## src/rtl/rrd_pkg.sv

```systemverilog
`timescale 1ns/1ps
package rrd_pkg;

    // Length of a run that counts as a completed pattern.
    localparam int unsigned TRIPLE_LEN = 3;
    localparam int unsigned CNT_W      = $clog2(TRIPLE_LEN + 1);

    typedef logic [CNT_W-1:0] run_cnt_t;

    // The run of equal bits currently being observed.
    typedef struct packed {
        logic     bit_val;
        run_cnt_t length;
    } run_state_t;

    // Which kind of triple was completed last.
    typedef enum logic {
        REC_ONES_OR_NONE = 1'b0,
        REC_ZEROS        = 1'b1
    } recency_e;

    localparam run_cnt_t   RUN_FULL  = run_cnt_t'(TRIPLE_LEN);
    localparam run_state_t RUN_EMPTY = '{bit_val: 1'b0, length: '0};

    // Advance the run by one sampled bit. The length saturates at full.
    function automatic run_state_t run_advance(run_state_t cur, logic x);
        run_state_t nxt;
        if (cur.length == '0 || cur.bit_val != x) begin
            nxt.bit_val = x;
            nxt.length  = run_cnt_t'(1);
        end else if (cur.length == RUN_FULL) begin
            nxt = cur;
        end else begin
            nxt.bit_val = cur.bit_val;
            nxt.length  = cur.length + run_cnt_t'(1);
        end
        return nxt;
    endfunction

    // A triple counts when the next run length is full.
    function automatic logic run_is_full(run_state_t st);
        return st.length == RUN_FULL;
    endfunction

    // Moore output decode.
    function automatic logic recency_to_out(recency_e rec);
        return rec == REC_ZEROS;
    endfunction

endpackage

```

## src/rtl/rrd_run_tracker.sv

```systemverilog
`timescale 1ns/1ps
module rrd_run_tracker
    import rrd_pkg::*;
(
    input  logic clk,
    input  logic rst,
    input  logic x_in,
    output logic triple_done,
    output logic triple_bit
);

    run_state_t run_q;
    run_state_t run_d;

    always_comb begin
        run_d       = run_advance(run_q, x_in);
        triple_done = run_is_full(run_d);
        triple_bit  = run_d.bit_val;
    end

    always_ff @(posedge clk) begin
        if (rst) begin
            run_q <= RUN_EMPTY;
        end else begin
            run_q <= run_d;
        end
    end

endmodule

```

## src/rtl/rrd_recency_reg.sv

```systemverilog
`timescale 1ns/1ps
module rrd_recency_reg
    import rrd_pkg::*;
(
    input  logic     clk,
    input  logic     rst,
    input  logic     triple_done,
    input  logic     triple_bit,
    output recency_e recency
);

    recency_e rec_d;

    always_comb begin
        rec_d = recency;
        if (triple_done) begin
            rec_d = triple_bit ? REC_ONES_OR_NONE : REC_ZEROS;
        end
    end

    always_ff @(posedge clk) begin
        if (rst) begin
            recency <= REC_ONES_OR_NONE;
        end else begin
            recency <= rec_d;
        end
    end

endmodule

```

## src/rtl/run_recency_detector.sv

```systemverilog
`timescale 1ns/1ps
module run_recency_detector
    import rrd_pkg::*;
(
    input  logic clk,
    input  logic rst,
    input  logic x_in,
    output logic z_out
);

    logic     triple_done;
    logic     triple_bit;
    recency_e recency;

    rrd_run_tracker u_tracker (
        .clk         (clk),
        .rst         (rst),
        .x_in        (x_in),
        .triple_done (triple_done),
        .triple_bit  (triple_bit)
    );

    rrd_recency_reg u_recency (
        .clk         (clk),
        .rst         (rst),
        .triple_done (triple_done),
        .triple_bit  (triple_bit),
        .recency     (recency)
    );

    assign z_out = recency_to_out(recency);

endmodule

```

## config.mk

```make
export PLATFORM = sky130hd
export DESIGN_NAME = run_recency_detector
export DESIGN_NICKNAME = d
export VERILOG_FILES = /design/src/rtl/rrd_pkg.sv /design/src/rtl/rrd_run_tracker.sv /design/src/rtl/rrd_recency_reg.sv /design/src/rtl/run_recency_detector.sv
export SDC_FILE = /design/constraint.sdc
export NUM_CORES = 1
export LEC_CHECK = 0
export BUFFER_PORTS_ARGS = -buffer_cell sky130_fd_sc_hd__buf_4
export CORE_AREA = 2 2 39 41
export CTS_CLUSTER_DIAMETER = 30
export DETAILED_ROUTE_END_ITERATION = 6
export DIE_AREA = 0 0 41 43
export GPL_TIMING_DRIVEN = 1
export PLACE_DENSITY = 0.36
export SLEW_MARGIN = 20
export SYNTH_ARGS = -nofsm -noshare
export SYNTH_HDL_FRONTEND = slang
export SYNTH_SLANG_ARGS = --single-unit
export TNS_END_PERCENT = 5
```

## constraint.sdc

```tcl
create_clock -name clk -period 0.8 [get_ports clk]
set_input_delay 0.24 -clock clk [delete_from_list [all_inputs] [get_ports clk]]
set_output_delay 0.24 -clock clk [all_outputs]
set_load 0.1 [all_outputs]
```

==> flow_metrics.py <==
metrics = {
    "outcome": {
        "status": "complete, but fails checks",
        "violations": "setup timing",
    },
    "logic_synthesis": {
        "yosys-mux-area-fraction": 0,
        "synth_cell_types": 10,
        "syn-cell-area_um2": 140.1,
        "yosys.area_share.adder": 0,
        "synth_fp_nets": 18,
        "synth-xor-area-share": 0.06250,
        "synthCells": 15,
        "synth-seq-cells": 4,
        "yosys_warnings": 0,
        "synth_top_family_by_area": "compound AO/OA/AOI/OAI gates",
        "synth_compound_area_frac": 0.1696,
        "synthSimpleGateAreaFrac": 0.1696,
        "yosysSeqAreaShare": 0.5714,
        "syn_avg_cell_area_um2": 9.342,
    },
    "sta": {
        "slew_violations": 0,
        "finalSetupViolCount": 1,
        "fin_tns_setup_ns": -0.2033,
        "period_needed_ns": 1.003,
        "relSlewSlack": 0.8948,
        "clock_skew_ns": 0.01236,
        "min_period_over_period": 1.254,
        "hold_viol_final": 0,
        "worst_pin_slew_ns": 0.1571,
        "finalWorstSetupSlack_ns": -0.2033,
        "max_freq_ghz": 0.9967,
        "rsz0062_at_grt": "true",
    },
    "cts": {
        "clk_latency_ns": 0.24,
        "tritoncts": "built",
        "numCtsBuffers": 3,
        "postCtsSetupBuffers": 0,
        "clockBufferDepth": 2,
        "clkTransAtPathRegs_ns": 0.05,
        "clock-root-buffer": "clkbuf_4",
        "cts_sinks": 4,
        "cts_max_level": 1,
    },
    "setup_path": {
        "arrival_ns": 0.76,
        "rr_worst_depth": 3,
        "rr_startpoint": "u_recency.recency",
        "cp_top_family": "flip-flops",
        "criticalPathCategory": "reg2out",
        "path_buf_inv": 1,
        "regToRegSetupSlack_ns": 0.03,
        "worstPathCellList": "buf_12",
        "cp_data_required_time_ns": 0.56,
        "path_max_fanout": 2,
        "crit_end": "z_out",
        "critPathMaxStageDelay_ns": 0.35,
        "end_kind": "output port",
        "critPathSlowestCell": "dfxtp_4",
        "r2r_end": "u_recency.recency",
        "crit_start": "u_recency.recency",
        "crit_cells": 1,
        "start_kind": "flop",
    },
    "cells_and_area": {
        "fin_area_um2": 245.2,
        "insertedDiodeCount": 0,
        "nets": 27,
        "layoutNonFillerInstCount": 39,
        "syn_to_final_growth_pct": 75.00,
        "drive_above_1_share": 0.5217,
        "utilization": 0.1772,
    },
    "pwr": {
        "leakagePower_nw": 0.09871,
        "comb_power_share": 0.150,
        "internal_power_w": 0.0004464,
        "power_density_nw_per_um2": 2448,
        "seq_power_share": 0.381,
        "power_frac_clock": 0.469,
        "ir_worst_vdd_mv": 0.7650,
        "power.switching_w": 0.0001540,
        "switching_share": 0.2565,
    },
    "floorplan": {
        "ios": 4,
        "num_rows": 14,
        "die_area_um2": 1763,
        "die_h_um": 43,
        "dieWidth_um": 41,
        "fp.coreArea_um2": 1384,
        "start_util": 0.1013,
    },
    "routing": {
        "dr.first_iter.drc_count": 2,
        "drc_errors": 0,
        "dr_total_vias": 128,
        "drt-wirelength-per-cell_um": 7.179,
        "routed_wirelength_um": 280,
        "dr.pass1.iters": 2,
        "vias_per_cell": 3.282,
        "ant_nets": 0,
    },
    "placed_design": {
        "pre_cts_ws_ns": -0.03845,
        "dp.cells": 35,
        "io_buffers": 3,
        "placed_area_um2": 193.9,
        "place_congestion": 0.6094,
    },
    "grt": {
        "use_met3": 0.09424,
        "grt_pass1_wl_um": 565,
        "antenna_found_initial": 0,
        "overflow": 0,
        "track_usage": 0.05723,
        "use_met2": 0.05000,
        "grt_max_degree": 5,
        "grt_pass1_vias": 133,
        "busiest_layer": "met3",
        "met1_usage": 0.06431,
    },
    "worst_hold_path": {
        "hold_start": "rst",
        "hp-class": "in2reg",
    },
    "run": {
        "cap_violations": 0,
    },
}
[power by group through the flow]
stage	registers, W	logic (W)	clock network (W)
after global routing	0.000232	0.0000976	0.000327
after CTS	0.000226	0.0000847	0.000297
after floorplan	0.000254	0.0000209	0
after global placement	0.000225	0.0000731	0
after detailed placement	0.000226	0.0000741	0
final	0.000229	0.0000899	0.000282
[area by class of cell]
class / count / area [µm²]
tap: 16 / 20.02
inverter: 1 / 3.754
multi-input combinational: 10 / 66.31
sequential: 4 / 86.33
fill: 149 / 1139
timing repair buffer: 4 / 42.54
clock buffer: 4 / 26.28
[Yosys cell counts]
| library cell | number | area share |
|---|---|---|
| xnor2_1 | 1 | 0.063 |
| a21oi_1 | 1 | 0.036 |
| dfxtp_1 | 4 | 0.57 |
| nand2_1 | 2 | 0.054 |
| o21bai_1 | 1 | 0.054 |
| o21ai_0 | 1 | 0.036 |
| nor2b_1 | 2 | 0.089 |
| nor2_1 | 1 | 0.027 |
| inv_1 | 1 | 0.027 |
| a31oi_1 | 1 | 0.045 |
[how the worst min path moves through the flow]
| stage | endpoint | slack, ns | depth (start not counted) |
|---|---|---|---|
| 2_1_floorplan | u_recency.recency | 0.30 | 1 |
| 3_3_place_gp | u_recency.recency | 0.42 | 2 |
| 3_5_place_dp | u_recency.recency | 0.42 | 2 |
| 4_1_cts | u_recency.recency | 0.16 | 2 |
| 5_1_grt | u_recency.recency | 0.15 | 2 |
| 6_report | u_recency.recency | 0.17 | 2 |
[per-layer routing]
layer | routed length [µm] | vias up | part of all wire
li1 | - | 65 | -
met1 | 134 | 55 | 0.48
met2 | 97 | 8 | 0.35
met3 | 48 | 0 | 0.17
met4 | 0 | 0 | 0
met5 | 0 | - | 0
[through the flow]
step,hold WS [ns],power (W)
floorplan,0.2994,0.0002744
global placement,0.4159,0.0002984
detailed placement,0.4209,0.0003005
CTS,0.1582,0.0006076
global route,0.1547,0.0006565
finish,0.1658,0.0006004
[cells in the final DEF (no fill, tap or decap)]
cell type and instances:
nand2_1 2, nor2b_2 1, nor2_1 1, clkbuf_1 1, dfxtp_4 1, inv_1 1
xnor2_2 1, clkbuf_4 3, a21oi_1 1, o21bai_1 1, buf_4 3, a31oi_1 1
nor2b_1 1, dfxtp_1 1, buf_12 1, dfxtp_2 2, o21ai_1 1
[what timing repair did]
action / in CTS / in global routing
setup endpoints to repair: 1 / 4
hold buffers: 0 / 0
resized for setup: 3 / 5
[kinds of logic (layout without fill, tap and decap cells)]
kind of cell | after synthesis | after routing
buffers and inverters | 1 | 9
flip-flops | 4 | 4
AND/OR/NAND/NOR | 5 | 5
AO/OA/AOI/OAI | 4 | 4
XOR/XNOR | 1 | 1
No activity file was read; power rests on OpenSTA's default activity.
